File: src/rtl/bank_map_pkg.sv
package bank_map_pkg;

    // Memory geometry
    localparam int CPU_AW  = 16;
    localparam int PHYS_AW = 21;
    localparam int OFF_AW  = CPU_AW - 1;          // offset inside a 32 KB window
    localparam int BLK_AW  = PHYS_AW - OFF_AW;    // 32 KB block index width

    // I/O geometry
    localparam int PORT_AW = 16;
    localparam int DEC_AW  = 8;                   // decoded low part of the port
    localparam int DATA_W  = 8;

    localparam logic [DEC_AW-1:0] BANK_PORT = 8'h1F;
    localparam logic [BLK_AW-1:0] TOP_BLK   = '1;
    localparam logic [BLK_AW-1:0] BANK_RST  = TOP_BLK;

    typedef logic [BLK_AW-1:0] blk_t;
    typedef logic [OFF_AW-1:0] off_t;

    typedef struct packed {
        blk_t blk;
        off_t off;
    } phys_t;

    typedef struct packed {
        logic hi;    // selects the fixed upper window
        off_t off;
    } cpu_addr_t;

    function automatic logic port_hit(input logic [PORT_AW-1:0] port);
        return port[DEC_AW-1:0] == BANK_PORT;
    endfunction

    function automatic phys_t compose(input cpu_addr_t a, input blk_t bank);
        phys_t p;
        p.blk = a.hi ? TOP_BLK : bank;
        p.off = a.off;
        return p;
    endfunction

endpackage

File: src/rtl/bank_port_decode.sv
module bank_port_decode
    import bank_map_pkg::*;
(
    input  logic               io_wr,
    input  logic [PORT_AW-1:0] io_port,
    output logic               load
);
    logic unused_port_hi;
    assign unused_port_hi = &{1'b0, io_port[PORT_AW-1:DEC_AW]};

    assign load = io_wr && port_hit(io_port);
endmodule

File: src/rtl/bank_select_reg.sv
module bank_select_reg
    import bank_map_pkg::*;
(
    input  logic              clk,
    input  logic              rst,
    input  logic              load,
    input  logic [DATA_W-1:0] wdata,
    output blk_t              bank_q
);
    logic unused_data_hi;
    assign unused_data_hi = &{1'b0, wdata[DATA_W-1:BLK_AW]};

    always_ff @(posedge clk) begin
        if (rst)
            bank_q <= BANK_RST;
        else if (load)
            bank_q <= wdata[BLK_AW-1:0];
    end

    // reset value, with priority over a write at the same edge
    a_r3_reset_value: assert property (@(posedge clk)
        rst |=> bank_q == BANK_RST);

    a_r4_load_value: assert property (@(posedge clk) disable iff (rst)
        load |=> bank_q == $past(wdata[BLK_AW-1:0]));

    a_r7_hold_idle: assert property (@(posedge clk) disable iff (rst)
        !load |=> $stable(bank_q));
endmodule

File: src/rtl/bank_addr_compose.sv
module bank_addr_compose
    import bank_map_pkg::*;
(
    input  cpu_addr_t a,
    input  blk_t      bank,
    output phys_t     p
);
    assign p = compose(a, bank);
endmodule

File: src/rtl/bank_addr_mapper.sv
module bank_addr_mapper
    import bank_map_pkg::*;
(
    input  logic               clk,
    input  logic               rst,
    input  logic [CPU_AW-1:0]  cpu_addr,
    input  logic               io_wr,
    input  logic [PORT_AW-1:0] io_port,
    input  logic [DATA_W-1:0]  io_wdata,
    output logic [PHYS_AW-1:0] phys_addr
);
    logic  load;
    blk_t  bank_q;
    phys_t phys;

    bank_port_decode u_dec (
        .io_wr   (io_wr),
        .io_port (io_port),
        .load    (load)
    );

    bank_select_reg u_reg (
        .clk    (clk),
        .rst    (rst),
        .load   (load),
        .wdata  (io_wdata),
        .bank_q (bank_q)
    );

    bank_addr_compose u_cmp (
        .a    (cpu_addr_t'(cpu_addr)),
        .bank (bank_q),
        .p    (phys)
    );

    assign phys_addr = phys;

    a_r1_upper_fixed: assert property (@(posedge clk) disable iff (rst)
        cpu_addr[CPU_AW-1] |-> phys_addr[PHYS_AW-1:OFF_AW] == TOP_BLK);

    a_r2_lower_banked: assert property (@(posedge clk) disable iff (rst)
        !cpu_addr[CPU_AW-1] |-> phys_addr[PHYS_AW-1:OFF_AW] == bank_q);

    a_r2_offset_kept: assert property (@(posedge clk) disable iff (rst)
        phys_addr[OFF_AW-1:0] == cpu_addr[OFF_AW-1:0]);

    a_r6_foreign_port: assert property (@(posedge clk) disable iff (rst)
        (io_wr && io_port[DEC_AW-1:0] != BANK_PORT) |=> $stable(bank_q));
endmodule

File: config.mk
export PLATFORM = sky130hd
export DESIGN_NAME = bank_addr_mapper
export DESIGN_NICKNAME = d
export VERILOG_FILES = /design/src/rtl/bank_map_pkg.sv /design/src/rtl/bank_port_decode.sv /design/src/rtl/bank_select_reg.sv /design/src/rtl/bank_addr_compose.sv /design/src/rtl/bank_addr_mapper.sv
export SDC_FILE = /design/constraint.sdc
export NUM_CORES = 1
export LEC_CHECK = 0
export BUFFER_PORTS_ARGS = -buffer_cell sky130_fd_sc_hd__buf_4
export CORE_MARGIN = 4
export CORE_UTILIZATION = 28
export DETAILED_ROUTE_END_ITERATION = 6
export PLACE_DENSITY_LB_ADDON = 0.05
export SETUP_SLACK_MARGIN = 0.3
export SKIP_CTS_REPAIR_TIMING = 1
export SLEW_MARGIN = 20
export SYNTH_ARGS = -nofsm -noshare
export SYNTH_HDL_FRONTEND = slang
export SYNTH_SLANG_ARGS = --single-unit
export TNS_END_PERCENT = 1
File: constraint.sdc
create_clock -name clk -period 1.25 [get_ports clk]
set_input_delay 0.1875 -clock clk [delete_from_list [all_inputs] [get_ports clk]]
set_output_delay 0.1875 -clock clk [all_outputs]
set_load 0.005 [all_outputs]
==> results, run 1 <==
- The run finished with clean final reports.
- The total area inside the core boundary comes to 1350 um^2.
- The clock tree from TritonCTS is done.
- In this run the tool buffered the top-level ports with 23 buffer cells.
- The detail route stage leaves a number of antenna-violating nets equal to 0.
- In the final layout, the registers with the most flip-flops are u_reg.bank_q (6).
- After Yosys synthesis, full adders, half adders and majority gates account for 0% of the synthesized area.
- After clock tree synthesis, the clock-pin slew on the worst setup and hold paths is 0.05 ns.
- The tree is rooted in a sky130_fd_sc_hd__clkbuf_4.
- The number of sinks driven by the clock tree is 6.
- The net load switching power is 0.0842 mW.
- When the netlist entered floorplanning its net count stood at a little over 90.
- Between clock sinks in the finished design, the worst skew comes to 0 ns.
- The detail-routed net length per standard cell is between 10 and 15 um.
- The arrival time at the worst endpoint is 0.89 ns.
- In this run the worst path has a maximum fanout of 2.
- The overall die area is 2180 um^2.
- The pre-antenna-repair detailed-routing pass consisted of 2 iterations.
- The total clock buffers created by CTS is 3.
- The per-instance average area after synthesis is 8.55 um^2.
- The signed area change from the synthesized netlist to the final layout is 36.7%.
- The library cell used most frequently in the layout, excluding fill and tap cells, is sky130_fd_sc_hd__buf_4.
- The post-synthesis compound-gate area fraction is 0%.
- In the layout the commonest cells are sky130_fd_sc_hd__buf_4 (17), sky130_fd_sc_hd__nor2_1 (12), sky130_fd_sc_hd__buf_6 (7).
- For the worst setup path, the data required time is 1.06 ns.
- The initialized floorplan defines 13 standard-cell rows.
- The type of element launching the critical path is a flip-flop.
- The overall fraction of global-route tracks in use is 9.54%.
- For this design the ratio of total power to cell area is 741 nW/um^2.
- Per report_power, the clock group accounts for 40.6% of the total.
- Counting every instance in the synthesized netlist gives 49.
- The count of filler cells inserted in the layout is 141.
- The biggest area consumer among synthesized cells is sky130_fd_sc_hd__dfxtp_1.
- After detailed routing, the number of remaining DRC violations is 0.
- The reg2reg setup slack is ~0.66 ns.
- In this design, the stage delay of the slowest critical-path cell is 0.31 ns.
- After synthesis, the cell types taking the most area are sky130_fd_sc_hd__dfxtp_1 (29%), sky130_fd_sc_hd__buf_4 (27%), sky130_fd_sc_hd__mux2i_1 (14%).
- The final instance count without filler cells is 75.
- The hold violation count in the final report is 0.
- The signal on the critical path passes through or2_4, buf_6.
- The worst slack after detailed placement is -0.0317 ns.
- The die boundary width is 46.7 um.
- At the later pin of the worst-skew pair, clock insertion delay measures between 0.2 and 0.25 ns.
- After the first detailed-routing iteration, the DRC count stood at 3.
- Setup repair after global routing could not meet its margin everywhere.
- The cell area that synthesis handed to floorplanning was 419 um^2.
- The congestion estimate from routability-driven global placement came to 0.617.
- The final setup violation count is 0.
- The first global-routing pass estimated 1390 um of wire.
- The min-delay analysis places its worst path in the category in2reg.
- From bottom edge to top edge, the die measures 46.7 um.
- After synthesis, the largest area contributor takes up between 20% and 30% of total cell area.
- The setup slack of the critical path after layout is roughly 0.18 ns.
- After synthesis, the largest family of logic cells by area is simple AND/OR/NAND/NOR gates.
- The register containing the most flip-flops in the final layout is u_reg.bank_q.
- The number of synthesized register bits is 6.
- The worst slew slack as a fraction of its limit is 86.2%.
- The number of slew-limit violations in the final report is 0.
- Summing all multi-input logic gate instances after layout gives 198 um^2.
- The worst hold slack after final layout is 0.202 ns.
- Summing over every cut layer, the via total after detailed routing is 338.
- Summing the areas of all and, or, nand and nor instances in the mapped netlist gives 29.3% of the synthesized area.
- The clock passes through at most 2 buffers.
- The standard cell area after detailed placement is 502 um^2.
- The net count of the finished layout is around 110.
- Summed over all cells, the static leakage comes to ~0.24 nW.
- The slowest cell on the critical path is sky130_fd_sc_hd__dfxtp_2.
- The level count of the clock H-tree is 1.
- The sequential fraction of the synthesis area is 28.7%.
- For this run the aggregate overflow at the end of global routing stands at 0.
- The internal power is 0.340 mW.
- The worst path needs 1.07 ns of the cycle, external delays included.
- The number of warnings issued by yosys is 0.
- The register with the most flip-flops in the layout has 6 of them.
- Entering global routing, the biggest net connects 13 pins.
- The via count of the first global-routing pass is 309.
- IR analysis of the VDD net gives a maximum drop of 0.295 mV.
- The area of all sequential standard cells is ~130 um^2.
- The switching share of power is 19.8%.
- The number of cells in the design after placement is between 70 and 80.
- The final cycle utilization of the critical path is 85.8%.
- The wire length reported by the detailed router is between 1000 and 1500 um.
- In the routed layout, each cell is associated on average with a via count of 4.51.
- The finished cells cover approximately 570 um^2.
- Based on the critical path, the design can be clocked at up to 0.932 GHz.
- The tool flagged a number of max-cap violations equal to 0.
- Combinational logic burns 14.1% of the power.
- The initial core utilization is between 30% and 40%.
- The ratio of cells with drive above 1 in the final layout is 66.7%.
- The number of distinct standard cells referenced by the synthesized netlist is 9.
- The sequential share of power is a little under half.
- For this design the top-level I/O count stands at 64.
- The element type at the critical path end is an output port.
- The repair_antennas step left the layout with diodes totalling 0.
- The overall power of the completed layout is 0.425 mW.
- For the pin with the worst max-slew slack, the measured transition is just over 0.2 ns.
- The initial antenna violation count is 0.
- The portion of netlist area occupied by mux cells is 14.3%.
- The category of the critical setup timing path is reg2out.
- The share of the synthesized netlist area taken by xor and xnor gates is 0%.
[power by group through the flow]
stage | Sequential [mW] | Combinational, mW | Clock [mW]
floorplan | 0.196 | 0.0529 | 0
global placement | 0.196 | 0.0576 | 0
detailed placement | 0.196 | 0.0596 | 0
CTS | 0.192 | 0.0599 | 0.183
global route | 0.192 | 0.0653 | 0.189
finish | 0.192 | 0.0599 | 0.172
[cell type report]
type	instances	area share, %
well taps	15	3.28
flip-flops and latches	6	22.3
multi-input cells	27	34.5
clock buffers	3	3.93
repair buffers	24	36.0
[routing by layer]
metal | vias up | GRT usage (%) | part of all wire [%]
met5 | - | 0 | 0
met4 | 0 | 7.18 | 0.53
met3 | 2 | 6.25 | 25
met2 | 31 | 16.8 | 51
met1 | 139 | 7.16 | 24
li1 | 166 | - | -
[Yosys cell counts]
| cell | count |
|---|---|
| sky130_fd_sc_hd__dfxtp_1 | 6 |
| sky130_fd_sc_hd__nand3_1 | 1 |
| sky130_fd_sc_hd__clkbuf_1 | 1 |
| sky130_fd_sc_hd__nand4bb_1 | 1 |
| sky130_fd_sc_hd__nor4b_4 | 1 |
| sky130_fd_sc_hd__buf_4 | 15 |
| sky130_fd_sc_hd__nor2_1 | 12 |
| sky130_fd_sc_hd__mux2i_1 | 6 |
| sky130_fd_sc_hd__or2_2 | 6 |
[worst max-delay path: cells and delay by family (launching register included)]
kind          cells  cell delay, ns
flops             1            0.31
buf+inv           1            0.11
simple gates      1            0.22
[worst paths after layout]
kind / startpoint / cells past startpoint / end
setup reg to reg: u_reg.bank_q[5]$_SDFFE_PP1P_ / 2 / u_reg.bank_q[5]$_SDFFE_PP1P_
setup / recovery: u_reg.bank_q[2]$_SDFFE_PP1P_ / 2 / phys_addr[17]
hold reg to reg: u_reg.bank_q[1]$_SDFFE_PP1P_ / 2 / u_reg.bank_q[1]$_SDFFE_PP1P_
hold / removal: io_wdata[3] / 3 / u_reg.bank_q[3]$_SDFFE_PP1P_
[stage by stage]
stage / setup TNS, ns / utilization (%)
after floorplan: 0 / -
after global placement: 0 / 37.2
after CTS: 0 / 38.8
after global routing: 0 / 42.4
after detailed placement: -0.139 / 37.2
final: 0 / 42.4
[cell families after synthesis]
family / Yosys count
buffers and inverters: 16
DFF: 6
muxes: 6
and+or+nand+nor: 21
Power figures use the tool's default switching activity.
==> run 2: changes to the inputs <==
--- a/config.mk
+++ b/config.mk
@@ -7,7 +7,8 @@
 export LEC_CHECK = 0
 export BUFFER_PORTS_ARGS = -buffer_cell sky130_fd_sc_hd__buf_4
 export CORE_MARGIN = 4
-export CORE_UTILIZATION = 28
+export CORE_UTILIZATION = 29
+export CTS_BUF_LIST = sky130_fd_sc_hd__clkbuf_8
 export DETAILED_ROUTE_END_ITERATION = 6
 export PLACE_DENSITY_LB_ADDON = 0.05
 export SETUP_SLACK_MARGIN = 0.3
==> run 2 against run 1 <==
Clock-buffer cell count stayed put. Sequential cell count did not move. Via count fell by 0.30%. Critical endpoint unchanged. Power up 27%. Clock power rose by 62%. Critical path type unchanged. Combinational power rose by 11%.
==> results, run 2 (synthesis results as in run 1) <==
- The largest net degree at the start of global routing is 13.
- The combined buffer and inverter count along the critical path is 1.
- The slowest stage of the critical path belongs to the cell sky130_fd_sc_hd__dfxtp_1.
- After the last flow step, the layout net total stands at roughly 110.
- Setup repair after global routing could not meet its margin everywhere.
- The overall die area is about 2100 um^2.
- The hold violation count in the final report is 0.
- The run finished with clean final reports.
- After global routing the overflow that remains totals 0.
- The standard-cell row count is 13.
- The initial core utilization is 31.4%.
- Using the TritonRoute via totals, the vias-per-cell ratio works out to 4.49.
- The signed area change from the synthesized netlist to the final layout is 45.4%.
- Clock latency on the worst-skew pair, taken at its later pin, is 0.22 ns.
- The net load switching power is 0.0947 mW.
- The depth of the worst register-to-register path is 2.
- The worst slew slack as a fraction of its limit is 86.1%.
- The diode insertion count for antenna repair is 0.
- The level count of the clock H-tree is 1.
- The number of flip-flops in the largest register is 6.
- The via count of the first global-routing pass is 323.
- The initial antenna violation count is 0.
- The top cell types in the final layout, fill and taps aside, are sky130_fd_sc_hd__buf_4 (16), sky130_fd_sc_hd__nor2_1 (12), sky130_fd_sc_hd__buf_6 (8), sky130_fd_sc_hd__or2_4 (6), sky130_fd_sc_hd__mux2i_1 (6).
- The first global-routing pass estimated 1360 um of wire.
- The clock tree buffer depth is 2.
- The ratio of cells with drive above 1 in the final layout is 65.0%.
- The final route contains 337 vias.
- The post-route DRC violation count is 0.
- The path class of the tightest hold or removal check is in2reg.
- Summed over all layers, the routed wires come to 1160 um.
- The worst setup path is launched from a flip-flop.
- The end of the worst register-to-register path is u_reg.bank_q[3]$_SDFFE_PP1P_.
- The number of sinks driven by the clock tree is 6.
- Adding up every negative setup slack in the final design gives 0 ns.
- The largest registers in the layout are u_reg.bank_q (6).
- The data required time at the worst endpoint is between 1 and 1.5 ns.
- The path with the worst hold slack has its endpoint at u_reg.bank_q[0]$_SDFFE_PP1P_.
- The slew at the pin with the worst max-slew slack is 0.207 ns.
- The register with the most flip-flops in the final layout is u_reg.bank_q.
- Input and output buffers added on the ports amount to 23.
- The total power per unit cell area is 882 nW/um^2.
- The number of slew-limit violations in the final report was 0.
- The maximum resistive drop on vdd is 0.574 mV.
- In this run the vertical extent of the chip is 46.0 um.
- The stage delay of the slowest cell on the critical path is 0.30 ns.
- The number of max-cap violations is 0.
- The setup path with the least slack is of type reg2out.
- At the worst endpoint, the arrival time is 0.88 ns.
- The number of search-and-repair iterations in the first detailed-routing pass is 1.
- The clock tree from TritonCTS is done.
- Registers are responsible for 35.9% of the overall power.
- The source of the worst register-to-register timing path is u_reg.bank_q[3]$_SDFFE_PP1P_.
- The detail route stage leaves a number of antenna-violating nets equal to 0.
- After clock tree synthesis, the clock-pin slew on the worst setup and hold paths is 0.03 ns.
- The total leakage power is 0.249 nW.
- The reg2reg setup slack is 0.64 ns.
- Subtracting the final worst setup slack from the clock period gives 1.07 ns.
- Net switching is 17.6% of the power.
- The kind of cell with the highest combined delay on the critical path is flip-flops.
- Routability-driven placement finished with a final weighted congestion of 0.584.
- The clock share of power is 51.8%.
- The part of the total power dissipated in combinational logic is 12.3%.
- The cell sitting at the root of the clock tree is a sky130_fd_sc_hd__clkbuf_8.
- Internal power comes to about 0.44 mW.
- The hold path depth is 3.
- The final setup violation count is 0.
- Traced cell by cell, the critical path runs through or2_4, buf_6.
- Dividing the final minimum period by the clock period gives 85.3%.
- Once placement completed, the tool counted placed cells totaling 72.
- The final instance count without filler cells is 75.
- The total area inside the core boundary comes to 1330 um^2.
- STA classifies the critical path endpoint as an output port.
- The detail-routed net length per standard cell is 15.5 um.
- The die boundary width is 46.0 um.
- The library cell used most frequently in the layout, excluding fill and tap cells, is sky130_fd_sc_hd__buf_4.
- The post-route core utilization is 45.7%.
- The top fanout value on the critical path is 2.
- For this run, the total global-route usage over all layers was measured as 9.41%.
- On the final layout, the worst clock skew is 0 ns.
- The critical hold path startpoint is io_wdata[0].
- After the first detailed-routing iteration, the DRC count stood at 0.
- During I/O placement, the number of pins put on the boundary was 64.
- The total clock buffers created by CTS is 3.
- The highest attainable clock frequency is around 0.94 GHz.
run 2: cell counts in the layout (fill, tap and decap cells not counted):
No cell type changed its count.
run 2: stage by stage:
stage | power, mW | area [um^2] | worst slack, ns | hold WS (ns)
after floorplan | 0.249 | 419 | 0.0728 | 0.350
after global placement | 0.253 | 502 | 0.0219 | 0.375
after detailed placement | 0.255 | 502 | -0.0473 | 0.375
after CTS | 0.540 | 543 | 0.110 | 0.233
after global routing | 0.560 | 609 | 0.160 | 0.253
final | 0.538 | 609 | 0.183 | 0.230
run 2: area by class of cell:
class | count | area (um^2)
fillers | 138 | 724
multi-input cells | 27 | 214
repair buffers | 24 | 210
flip-flops and latches | 6 | 125
clock buffers | 3 | 41.3
well taps | 15 | 18.8
run 2: power groups by stage:
stage	sequential [mW]	clock [mW]	combinational [mW]
2_1_floorplan	0.196	0	0.0529
3_3_place_gp	0.196	0	0.0570
3_5_place_dp	0.196	0	0.0595
4_1_cts	0.193	0.287	0.0597
5_1_grt	0.193	0.295	0.0716
6_report	0.193	0.278	0.0663
run 2: how the worst max path moves through the flow:
stage | startpoint | end | slack [ns] | cells past startpoint
4_1_cts | u_reg.bank_q[4]$_SDFFE_PP1P_ | phys_addr[19] | 0.11 | 2
3_3_place_gp | io_port[6] | u_reg.bank_q[4]$_SDFFE_PP1P_ | 0.02 | 5
5_1_grt | io_port[7] | u_reg.bank_q[3]$_SDFFE_PP1P_ | 0.16 | 5
2_1_floorplan | io_port[6] | u_reg.bank_q[0]$_SDFFE_PP1P_ | 0.07 | 3
6_report | u_reg.bank_q[2]$_SDFFE_PP1P_ | phys_addr[17] | 0.18 | 2
3_5_place_dp | io_port[6] | u_reg.bank_q[3]$_SDFFE_PP1P_ | -0.05 | 5
run 2: worst register-to-register path, cell delays in order, from the launching register on:
cell,delay [ns]
sky130_fd_sc_hd__dfxtp_2,0.31
sky130_fd_sc_hd__nor2_1,0.10
sky130_fd_sc_hd__mux2i_1,0.08
run 2: per-layer routing:
layer	track usage [%]	wire (um)
met5	0	0
met4	5.11	0
met3	7.11	250
met2	17.3	609
met1	6.57	302
==> run 3: changes to the inputs <==
--- a/config.mk
+++ b/config.mk
@@ -11,6 +11,7 @@
 export CTS_BUF_LIST = sky130_fd_sc_hd__clkbuf_8
 export DETAILED_ROUTE_END_ITERATION = 6
 export PLACE_DENSITY_LB_ADDON = 0.05
+export RECOVER_POWER = 100
 export SETUP_SLACK_MARGIN = 0.3
 export SKIP_CTS_REPAIR_TIMING = 1
 export SLEW_MARGIN = 20
==> run 3 against run 2 <==
Worst setup slack got worse by 0.061 ns. Wire length fell by 0.34%. Sequential share of layout area rose by 0.067 points. Largest cell class is now buffers. Clock power barely moved. Hold slack barely moved. Sequential cell count did not move. Global-route usage did not move. Critical path type unchanged. Sequential power barely moved. Die area did not move.
==> results, run 3 (synthesis results as in run 1) <==
- At the pin with the least slew margin, the transition time is 0.210 ns.
- The finished cells cover 583 um^2.
- The final critical path time including I/O delays and setup is 1.13 ns.
- The end of the worst register-to-register path is u_reg.bank_q[3]$_SDFFE_PP1P_.
- The category of the critical setup timing path is reg2out.
- The final weighted congestion in routability-driven placement is 0.584.
- Setup repair after global routing could not meet its margin everywhere.
- For the final routed database, the setup TNS stands at 0 ns.
- Cells fill 43.7% of the core in the end.
- Leaving out fill and tap cells, the most frequent cell in the layout is sky130_fd_sc_hd__buf_4.
- 0 antenna diodes ended up in the layout.
- For this design the static power due to leakage is ~0.24 nW.
- The worst slew slack as a fraction of its limit is 86.0%.
- The hold violation count in the final report is 0.
- Static timing analysis puts the maximum clock frequency at ~0.89 GHz.
- The clock tree from TritonCTS is done.
- The final cycle utilization of the critical path is roughly nine tenths.
- After detailed routing, the number of remaining DRC violations is 0.
- For this block, the initial DRC count from the detailed router was 0.
- Counting every sink on the clock net gives 6.
- After detailed routing, the number of vias per cell comes to 4.49.
- The overall die area is 2120 um^2.
- Once placement finished, the instance area stood at between 500 and 600 um^2.
- The initial antenna violation count is 0.
- The first global-routing pass estimated ~1400 um of wire.
- The number of slew-limit violations in the final report is 0.
- The element type at the critical path end is an output port.
- The aggregate global routing overflow is 0.
- The final instance count without filler cells is 75.
- The largest net degree at the start of global routing is 13.
- The core region is 1330 um^2.
- The initial utilization of the core area, before any placement, comes to between 30% and 40%.
- The top fanout value on the critical path is 2.
- The worst setup path startpoint is u_reg.bank_q[2]$_SDFFE_PP1P_.
- The arrival time at the worst endpoint is 0.94 ns.
- The final setup violation count is 0.
- The number of max-cap violations is 0.
- The total power per unit cell area is 913 nW/um^2.
- In this run, placement finished with an instance count of 72.
- The number of flip-flops in the largest register is 6.
- At the worst endpoint, the required time is roughly 1.1 ns.
- In this run the critical register-to-register path is launched from u_reg.bank_q[3]$_SDFFE_PP1P_.
- In this run the core area contains 13 standard-cell rows.
- Summed over all layers, the routed wires come to roughly 1200 um.
- The run finished with clean final reports.
- The latest clock arrival within the worst-skew pair is 0.22 ns.
- The via count of the first global-routing pass is 323.
- The cell at the root of the clock tree is sky130_fd_sc_hd__clkbuf_8.
- For the final database, setup skew stands at 0 ns.
- The kind of cell with the highest combined delay on the critical path is flip-flops.
- The type of element launching the critical path is a flip-flop.
- The die boundary width is 46.0 um.
- VDD sags by at most 0.574 mV.
- u_reg.bank_q holds more flip-flops than any other register.
- Setup slack on the worst reg-to-reg path comes out at 0.65 ns.
- In the final routed layout, each cell accounts on average for 15.4 um.
- For this run, the detailed router's first-pass iteration total came to 1.
- Following the worst setup path forward leads to its endpoint at phys_addr[17].
- Compared with the post-synthesis result, the final layout area differs by 39.1%.
- Walking the worst path, the cells encountered are or2_2, buf_6.
- The final-stage net count is 105.
- The library cells used most frequently in the layout, excluding fill and tap cells, are sky130_fd_sc_hd__buf_4 (15), sky130_fd_sc_hd__nor2_1 (12), sky130_fd_sc_hd__buf_6 (8), sky130_fd_sc_hd__mux2i_1 (6), sky130_fd_sc_hd__dfxtp_1 (6).
- The total clock buffers created by CTS is 3.
- The slowest cell on the critical path is sky130_fd_sc_hd__dfxtp_1.
- In the final layout, the share of cells above drive strength 1 is between 50% and 60%.
- The level count of the clock H-tree is 1.
- The overall power of the completed layout is 0.532 mW.
- Pin placement for this block handled 64 I/O pins.
- The via count of the routed design is 337.
- The number of buffer cells added on primary ports is 23.
- The depth of the worst register-to-register path is 2.
- The count of nets left with antenna violations once routing finished came out at 0.
- The combined buffer and inverter count along the critical path is 1.
- The class of the tightest hold or removal check is in2reg.
- The stage delay of the slowest cell on the critical path is 0.30 ns.
- The floorplan step set the die height to ~46 um.
- Global routing used 9.41% of the available tracks.
- The clock passes through at most 2 buffers.
- The largest registers in the layout are u_reg.bank_q (6).
- The critical path depth is 2.
- Clock-pin slew was measured on the worst setup and hold paths at around 0.030 ns.
## run 3: layout make-up
cell class                 instances  area, um^2
sequential                         6         120
timing repair buffer              24         210
fill                             144         751
multi-input combinational         27         193
clock buffer                       3        41.3
tap                               15        18.8
## run 3: worst min path at each step
stage / startpoint / end / slack, ns / cells after the start
3_5_place_dp: cpu_addr[0] / phys_addr[0] / 0.38 / 0
2_1_floorplan: rst / u_reg.bank_q[2]$_SDFFE_PP1P_ / 0.35 / 2
6_report: io_wdata[0] / u_reg.bank_q[0]$_SDFFE_PP1P_ / 0.23 / 3
5_1_grt: io_wdata[1] / u_reg.bank_q[1]$_SDFFE_PP1P_ / 0.25 / 3
3_3_place_gp: cpu_addr[0] / phys_addr[0] / 0.38 / 0
4_1_cts: io_wdata[4] / u_reg.bank_q[4]$_SDFFE_PP1P_ / 0.23 / 3
## run 3: where the power goes
part	switching (mW)	internal [mW]	total, mW
sequential	0.000122	0.193	0.193
combinational	0.0197	0.0410	0.0607
clock	0.0725	0.206	0.278
## run 3: metal layers
metal	GRT usage (%)	vias up	part of all wire [%]
li1	-	164	-
met1	6.57	144	26
met2	17.3	29	53
met3	7.11	0	22
met4	5.11	0	0
met5	0	-	0
## run 3: worst register-to-register path, delay by kind of cell (launching register included)
family	cells	cell delay [ns]
multiplexers	1	0.08
flip-flops	1	0.30
AND/OR/NAND/NOR	1	0.11
## run 3: through the flow
step                      hold WS [ns]  setup WS, ns
final                            0.230         0.122
after global routing             0.253         0.109
after CTS                        0.233         0.110
after detailed placement         0.375       -0.0473
after global placement           0.375        0.0219
after floorplan                  0.350        0.0728
